==> config.mk <==
export PLATFORM = sky130hd
export DESIGN_NAME = pccard_lane_steer
export DESIGN_NICKNAME = d
export VERILOG_FILES = /design/src/rtl/pcl_pkg.sv /design/src/rtl/pcl_decode.sv /design/src/rtl/pcl_wrcap.sv /design/src/rtl/pcl_store.sv /design/src/rtl/pccard_lane_steer.sv
export SDC_FILE = /design/constraint.sdc
export NUM_CORES = 1
export LEC_CHECK = 0
export BUFFER_PORTS_ARGS = -buffer_cell sky130_fd_sc_hd__buf_2
export CAP_MARGIN = 20
export CORE_ASPECT_RATIO = 1.4
export CORE_UTILIZATION = 29
export CTS_CLUSTER_SIZE = 12
export DETAILED_ROUTE_END_ITERATION = 8
export PLACE_DENSITY = 0.52
export SYNTH_ARGS = -nofsm -noshare
export SYNTH_HDL_FRONTEND = slang
export SYNTH_HIERARCHICAL = 1
export SYNTH_SLANG_ARGS = --single-unit
==> constraint.sdc <==
create_clock -name clk -period 11 [get_ports clk]
set_clock_uncertainty 0.2 [all_clocks]
set_input_delay 3.3 -clock clk [delete_from_list [all_inputs] [get_ports clk]]
set_output_delay 3.3 -clock clk [all_outputs]
set_load 0.01 [all_outputs]
==> src/rtl/pcl_pkg.sv <==
package pcl_pkg;

  typedef enum logic [1:0] {
    SP_NONE = 2'd0,
    SP_ATTR = 2'd1,
    SP_TF   = 2'd2
  } space_e;

  typedef enum logic [1:0] {
    W_NONE = 2'd0,
    W_BYTE = 2'd1,
    W_WORD = 2'd2,
    W_ODD  = 2'd3
  } width_e;

  typedef struct packed {
    space_e     space;
    logic       we_even;
    logic       we_odd;
    logic [7:0] wd_even;
    logic [7:0] wd_odd;
  } wr_fields_t;

  // Fixed content of the card information area.
  function automatic logic [7:0] cis_byte(input logic [15:0] idx);
    logic [15:0] v;
    v = idx * 16'd7 + 16'h0011;
    return v[7:0];
  endfunction

endpackage

==> src/rtl/pcl_decode.sv <==
module pcl_decode
  import pcl_pkg::*;
#(
  parameter int ADDR_W = 10
) (
  input  logic         reg_n,
  input  logic         ce1_n,
  input  logic         ce2_n,
  input  logic         a0,
  input  logic         oe_n,
  input  logic         we_n,
  input  logic         iord_n,
  input  logic         iowr_n,
  input  logic [15:0]  d_in,
  output space_e       space,
  output logic         rd_en,
  output logic         wr_en,
  output logic         lane_lo_oe,
  output logic         lane_hi_oe,
  output logic         lo_sel_odd,
  output wr_fields_t   wf
);

  width_e     width;
  logic [3:0] stb;
  logic       one_stb;
  logic       mem_stb;
  logic       io_stb;
  logic       rd_stb;
  logic       wr_stb;

  always_comb begin
    unique case ({ce1_n, ce2_n})
      2'b11:   width = W_NONE;
      2'b01:   width = W_BYTE;
      2'b00:   width = W_WORD;
      default: width = W_ODD;
    endcase
  end

  assign stb     = {~oe_n, ~we_n, ~iord_n, ~iowr_n};
  assign one_stb = (stb != 4'b0000) && ((stb & (stb - 4'd1)) == 4'b0000);
  assign mem_stb = ~oe_n | ~we_n;
  assign io_stb  = ~iord_n | ~iowr_n;
  assign rd_stb  = ~oe_n | ~iord_n;
  assign wr_stb  = ~we_n | ~iowr_n;

  always_comb begin
    space = SP_NONE;
    if (one_stb && (width != W_NONE)) begin
      if (mem_stb)     space = reg_n ? SP_TF : SP_ATTR;
      else if (io_stb) space = reg_n ? SP_NONE : SP_TF;
    end
  end

  assign rd_en = (space != SP_NONE) && rd_stb;
  assign wr_en = (space != SP_NONE) && wr_stb;

  assign lane_lo_oe = rd_en && ((width == W_BYTE) || (width == W_WORD));
  assign lane_hi_oe = rd_en && ((width == W_WORD) || (width == W_ODD));
  assign lo_sel_odd = (width == W_BYTE) && a0;

  always_comb begin
    wf.space   = space;
    wf.we_even = wr_en && (((width == W_BYTE) && !a0) || (width == W_WORD));
    wf.we_odd  = wr_en && (((width == W_BYTE) && a0) || (width == W_WORD) ||
                           (width == W_ODD));
    wf.wd_even = d_in[7:0];
    wf.wd_odd  = (width == W_BYTE) ? d_in[7:0] : d_in[15:8];
  end

endmodule

==> src/rtl/pcl_wrcap.sv <==
module pcl_wrcap
  import pcl_pkg::*;
#(
  parameter int ADDR_W = 10,
  localparam int WIDX_W = ADDR_W - 1
) (
  input  logic              clk,
  input  logic              rst_n,
  input  logic              wr_en,
  input  wr_fields_t        wf_in,
  input  logic [WIDX_W-1:0] widx_in,
  output logic              commit,
  output wr_fields_t        wf_q,
  output logic [WIDX_W-1:0] widx_q
);

  logic              wr_q;
  logic              wr_d;
  wr_fields_t        wf_d;
  logic [WIDX_W-1:0] widx_d;

  always_comb begin
    wr_d   = wr_en;
    wf_d   = wf_q;
    widx_d = widx_q;
    if (wr_en) begin
      wf_d   = wf_in;
      widx_d = widx_in;
    end
  end

  always_ff @(posedge clk or negedge rst_n) begin
    if (!rst_n) begin
      wr_q   <= 1'b0;
      wf_q   <= '0;
      widx_q <= '0;
    end else begin
      wr_q   <= wr_d;
      wf_q   <= wf_d;
      widx_q <= widx_d;
    end
  end

  assign commit = wr_q && !wr_en;

endmodule

==> src/rtl/pcl_store.sv <==
module pcl_store
  import pcl_pkg::*;
#(
  parameter int ADDR_W = 10,
  parameter int CFG_N  = 4,
  parameter int TF_N   = 8,
  localparam int WIDX_W = ADDR_W - 1,
  localparam int CFG_AW = $clog2(CFG_N),
  localparam int TF_AW  = $clog2(TF_N),
  localparam int TF_WAW = TF_AW - 1
) (
  input  logic              clk,
  input  logic              rst_n,
  input  logic              commit,
  input  wr_fields_t        c_wf,
  input  logic [WIDX_W-1:0] c_widx,
  input  space_e            r_space,
  input  logic [WIDX_W-1:0] r_widx,
  output logic [7:0]        rd_even,
  output logic [7:0]        rd_odd
);

  logic [7:0] cfg_q [CFG_N];
  logic [7:0] cfg_d [CFG_N];
  logic [7:0] tf_q  [TF_N];
  logic [7:0] tf_d  [TF_N];

  logic cfg_wr;
  logic tf_wr;
  logic unused_cw;

  assign cfg_wr    = commit && (c_wf.space == SP_ATTR) && c_widx[WIDX_W-1] && c_wf.we_even;
  assign tf_wr     = commit && (c_wf.space == SP_TF);
  assign unused_cw = ^c_widx;

  for (genvar i = 0; i < CFG_N; i++) begin : g_cfg
    always_comb begin
      cfg_d[i] = cfg_q[i];
      if (cfg_wr && (c_widx[CFG_AW-1:0] == CFG_AW'(i))) cfg_d[i] = c_wf.wd_even;
    end
    always_ff @(posedge clk or negedge rst_n) begin
      if (!rst_n) cfg_q[i] <= 8'h00;
      else        cfg_q[i] <= cfg_d[i];
    end
  end

  for (genvar j = 0; j < TF_N; j++) begin : g_tf
    localparam bit IS_ODD = (j % 2) == 1;
    localparam int WORD   = j / 2;
    logic lane_we;
    assign lane_we = IS_ODD ? c_wf.we_odd : c_wf.we_even;
    always_comb begin
      tf_d[j] = tf_q[j];
      if (tf_wr && lane_we && (c_widx[TF_WAW-1:0] == TF_WAW'(WORD)))
        tf_d[j] = IS_ODD ? c_wf.wd_odd : c_wf.wd_even;
    end
    always_ff @(posedge clk or negedge rst_n) begin
      if (!rst_n) tf_q[j] <= 8'h00;
      else        tf_q[j] <= tf_d[j];
    end
  end

  always_comb begin
    rd_even = 8'h00;
    rd_odd  = 8'h00;
    unique case (r_space)
      SP_ATTR: begin
        if (!r_widx[WIDX_W-1]) rd_even = cis_byte(16'(r_widx[WIDX_W-2:0]));
        else                   rd_even = cfg_q[r_widx[CFG_AW-1:0]];
      end
      SP_TF: begin
        rd_even = tf_q[{r_widx[TF_WAW-1:0], 1'b0}];
        rd_odd  = tf_q[{r_widx[TF_WAW-1:0], 1'b1}];
      end
      default: ;
    endcase
  end

endmodule

==> src/rtl/pccard_lane_steer.sv <==
module pccard_lane_steer
  import pcl_pkg::*;
#(
  parameter int ADDR_W = 10,
  parameter int CFG_N  = 4,
  parameter int TF_N   = 8,
  localparam int WIDX_W = ADDR_W - 1
) (
  input  logic              clk,
  input  logic              rst_n,
  input  logic              reg_n,
  input  logic              ce1_n,
  input  logic              ce2_n,
  input  logic [ADDR_W-1:0] a,
  input  logic              oe_n,
  input  logic              we_n,
  input  logic              iord_n,
  input  logic              iowr_n,
  input  logic [15:0]       d_in,
  output logic [15:0]       d_out,
  output logic              d_oe_lo,
  output logic              d_oe_hi
);

  logic [1:0]  rs_q;
  logic        rst_int_n;

  space_e      space;
  logic        rd_en;
  logic        wr_en;
  logic        lane_lo_oe;
  logic        lane_hi_oe;
  logic        lo_sel_odd;
  wr_fields_t  wf;
  logic        commit;
  wr_fields_t  c_wf;
  logic [WIDX_W-1:0] c_widx;
  logic [7:0]  rd_even;
  logic [7:0]  rd_odd;
  logic        unused_rd;

  always_ff @(posedge clk or negedge rst_n) begin
    if (!rst_n) rs_q <= 2'b00;
    else        rs_q <= {rs_q[0], 1'b1};
  end
  assign rst_int_n = rs_q[1];

  pcl_decode #(.ADDR_W(ADDR_W)) u_dec (
    .reg_n      (reg_n),
    .ce1_n      (ce1_n),
    .ce2_n      (ce2_n),
    .a0         (a[0]),
    .oe_n       (oe_n),
    .we_n       (we_n),
    .iord_n     (iord_n),
    .iowr_n     (iowr_n),
    .d_in       (d_in),
    .space      (space),
    .rd_en      (rd_en),
    .wr_en      (wr_en),
    .lane_lo_oe (lane_lo_oe),
    .lane_hi_oe (lane_hi_oe),
    .lo_sel_odd (lo_sel_odd),
    .wf         (wf)
  );

  pcl_wrcap #(.ADDR_W(ADDR_W)) u_cap (
    .clk     (clk),
    .rst_n   (rst_int_n),
    .wr_en   (wr_en),
    .wf_in   (wf),
    .widx_in (a[ADDR_W-1:1]),
    .commit  (commit),
    .wf_q    (c_wf),
    .widx_q  (c_widx)
  );

  pcl_store #(.ADDR_W(ADDR_W), .CFG_N(CFG_N), .TF_N(TF_N)) u_store (
    .clk     (clk),
    .rst_n   (rst_int_n),
    .commit  (commit),
    .c_wf    (c_wf),
    .c_widx  (c_widx),
    .r_space (space),
    .r_widx  (a[ADDR_W-1:1]),
    .rd_even (rd_even),
    .rd_odd  (rd_odd)
  );

  assign unused_rd  = rd_en;
  assign d_oe_lo    = lane_lo_oe;
  assign d_oe_hi    = lane_hi_oe;
  assign d_out[7:0]  = lane_lo_oe ? (lo_sel_odd ? rd_odd : rd_even) : 8'h00;
  assign d_out[15:8] = lane_hi_oe ? rd_odd : 8'h00;

endmodule

==> results_dict.tcl <==
set metrics [dict create \
    rsz0062_at_grt "no" \
    syn-num-nets 517 \
    cap_viol_max_count 0 \
    startpoint "a[2]" \
    fp.dieH_um 180 \
    power_density_nw_per_um2 158 \
    utilization_pct 34.8 \
    crit_chain "buf_2 -> buf_4 -> fa_1 -> ha_1 -> ha_1 -> nand4_1 -> a21boi_0 -> or3_1 -> nand3_1 -> a21oi_1 -> mux2i_1 -> nor2b_1 -> buf_2" \
    cts_tree "done" \
    pin_count 53 \
    antenna_left 0 \
    combPwrFrac_pct 9.6 \
    rows 64 \
    required_ps 7500 \
    diodes 0 \
    port_buffers 52 \
    grt_pass1_vias 4417 \
    clock-sinks 122 \
    critPathKind "in2out" \
    setup-tns-final_ps 0 \
    clkPwrFrac_pct 48.0 \
    gp_routability_congestion 0.759 \
    wl_um 15700 \
    antenna_found_initial 0 \
    status "complete, no violations" \
    drive_above_1_share_pct 48.5 \
    cts_buffers 17 \
    postSynthCellCount 463 \
    reg2reg_setup_slack_ps 8820 \
    finalCriticalPeriod_ps 9630 \
    critPathMaxStageDelay_ps 500 \
    drtPass1Iterations 4 \
    worstHoldPathType "reg2reg" \
    worstSkewPairLatency_ps 410 \
    drc 0 \
    place_area_sq_um 7050 \
    overflow 0 \
    relSlewSlack_pct 42.4 \
    p_total_w 0.00121 \
    nets 565 \
    power_frac_seq_pct 42.4 \
    critical_path.endpoint "d_out[6]" \
    critPathMaxFanout 29 \
    detail_route.wl_per_cell_um 19.2 \
    grt_max_degree 66 \
    final_area_sq_um 7660 \
    root_buffer "clkbuf_16" \
    h-tree-depth 4 \
    clk_pin_slew_worst_paths_ps 60 \
    grt_use_total_pct 14.7 \
    setup_viol 0 \
    fillers 2153 \
    placed_cells 789 \
    ys_warn_count 6 \
    grt_pass1_wl_um 25500 \
    postCtsHoldBufs 0 \
    postCtsSetupBuffers 0 \
    clockBufferDepth 2 \
    dpl.hpwl_um 10900 \
    initial_core_util_pct 29.9 \
    r2r-start "u_cap/wr_q" \
    area_growth_syn_to_layout_pct 16.6 \
    endpoint_kind "output port" \
    crit_arrival_ps 6130 \
    fp.coreArea_sq_um 22000 \
    internal_power_w 0.000892 \
    die_w_um 129 \
    dieArea_sq_um 23300 \
    instances_no_fill 821 \
    switching_share_pct 26.2 \
    final_max_slew_viol_count 0 \
    ir_worst_vdd_mv 0.0836 \
    crit_path_top_delay_cell "fa_1" \
    first_iter_violations 165 \
    num_vias 3908 \
    leakagePower_nw 3.63 \
    cts_resized 0 \
    rr_worst_depth 5 \
    max_freq_mhz 104 \
    worst_pin_slew_ps 860 \
    period_share_pct 87.6 \
    hold_viol 0 \
    r2r_end "u_store/cfg_q[5]" \
    viasPerCell 4.76 \
    avgSynthCellArea_sq_um 14.2 \
    p_switching_w 0.000317 \
    cp-start-kind "primary input" \
    netlist_area_sq_um 6570 \
]
-- power by group through the flow --
stage / registers, W / clock network (W) / logic (W)
2_1_floorplan: 0.000505 / 0 / 0.0000882
3_3_place_gp: 0.000519 / 0 / 0.000116
3_5_place_dp: 0.000521 / 0 / 0.000118
4_1_cts: 0.000514 / 0.000587 / 0.000119
5_1_grt: 0.000519 / 0.000608 / 0.000128
6_report: 0.000512 / 0.000580 / 0.000116
-- metrics by stage --
step / setup slack (ps) / hold WS, ps
global route: 1140 / 185
finish: 1370 / 167
detailed placement: 1340 / 155
CTS: 1340 / 168
global placement: 1400 / 138
floorplan: 1450 / 131
-- flip-flops by register name (all words and copies together) (netlist names) --
name / flops
u_store/tf_q: 64
u_cap/widx_q: 3
u_cap/wr_q: 1
rs_q: 2
u_store/cfg_q: 32
u_cap/wf_q: 20
-- final cells by class --
cell class | instances | area [sq um] | area share [%]
Inverter | 14 | 52.6 | 0.686
Sequential cell | 122 | 3060 | 39.9
Tap cell | 297 | 372 | 4.85
Clock inverter | 15 | 190 | 2.48
Timing Repair Buffer | 56 | 290 | 3.79
Clock buffer | 17 | 425 | 5.55
Multi-Input combinational cell | 300 | 3280 | 42.7
-- layout by cell type, fill, tap and decap left out, drive strengths merged, types with 3 or more instances in the layout --
master / instances
a21oi: 7
a22oi: 5
and2: 17
and3b: 3
buf: 56
bufinv: 3
clkbuf: 17
clkinv: 4
clkinvlp: 3
dfrtp: 122
fa: 5
ha: 14
inv: 19
mux2: 129
mux2i: 9
mux4: 23
nand2: 11
nand2b: 3
nand3: 6
nand4: 5
nor2: 16
nor2b: 12
o21ai: 6
or3: 3
xnor2: 4
xor2: 4
-- worst min-delay path by stage --
stage / to / cells past startpoint / startpoint
2_1_floorplan: rs_q[1] / 0 / rs_q[0]
3_3_place_gp: rs_q[1] / 0 / rs_q[0]
3_5_place_dp: rs_q[1] / 0 / rs_q[0]
4_1_cts: rs_q[1] / 0 / rs_q[0]
5_1_grt: rs_q[1] / 0 / rs_q[0]
6_report: rs_q[1] / 0 / rs_q[0]
-- layer usage --
layer	vias to the layer above	track usage, %	part of all wire [%]
met5	-	0	0
met4	0	5.36	1.8
met3	15	2.38	2.3
met2	68	26.3	54
met1	2054	17.2	42
li1	1771	-	-
-- critical path: cells and delay by family --
family / cells / cell delay, ps
AOI/OAI and AO/OA: 2 / 560
adders and majority gates: 3 / 1020
muxes: 1 / 110
and+or+nand+nor: 4 / 510
buffers and inverters: 3 / 640
No activity file was read; power rests on OpenSTA's default activity.
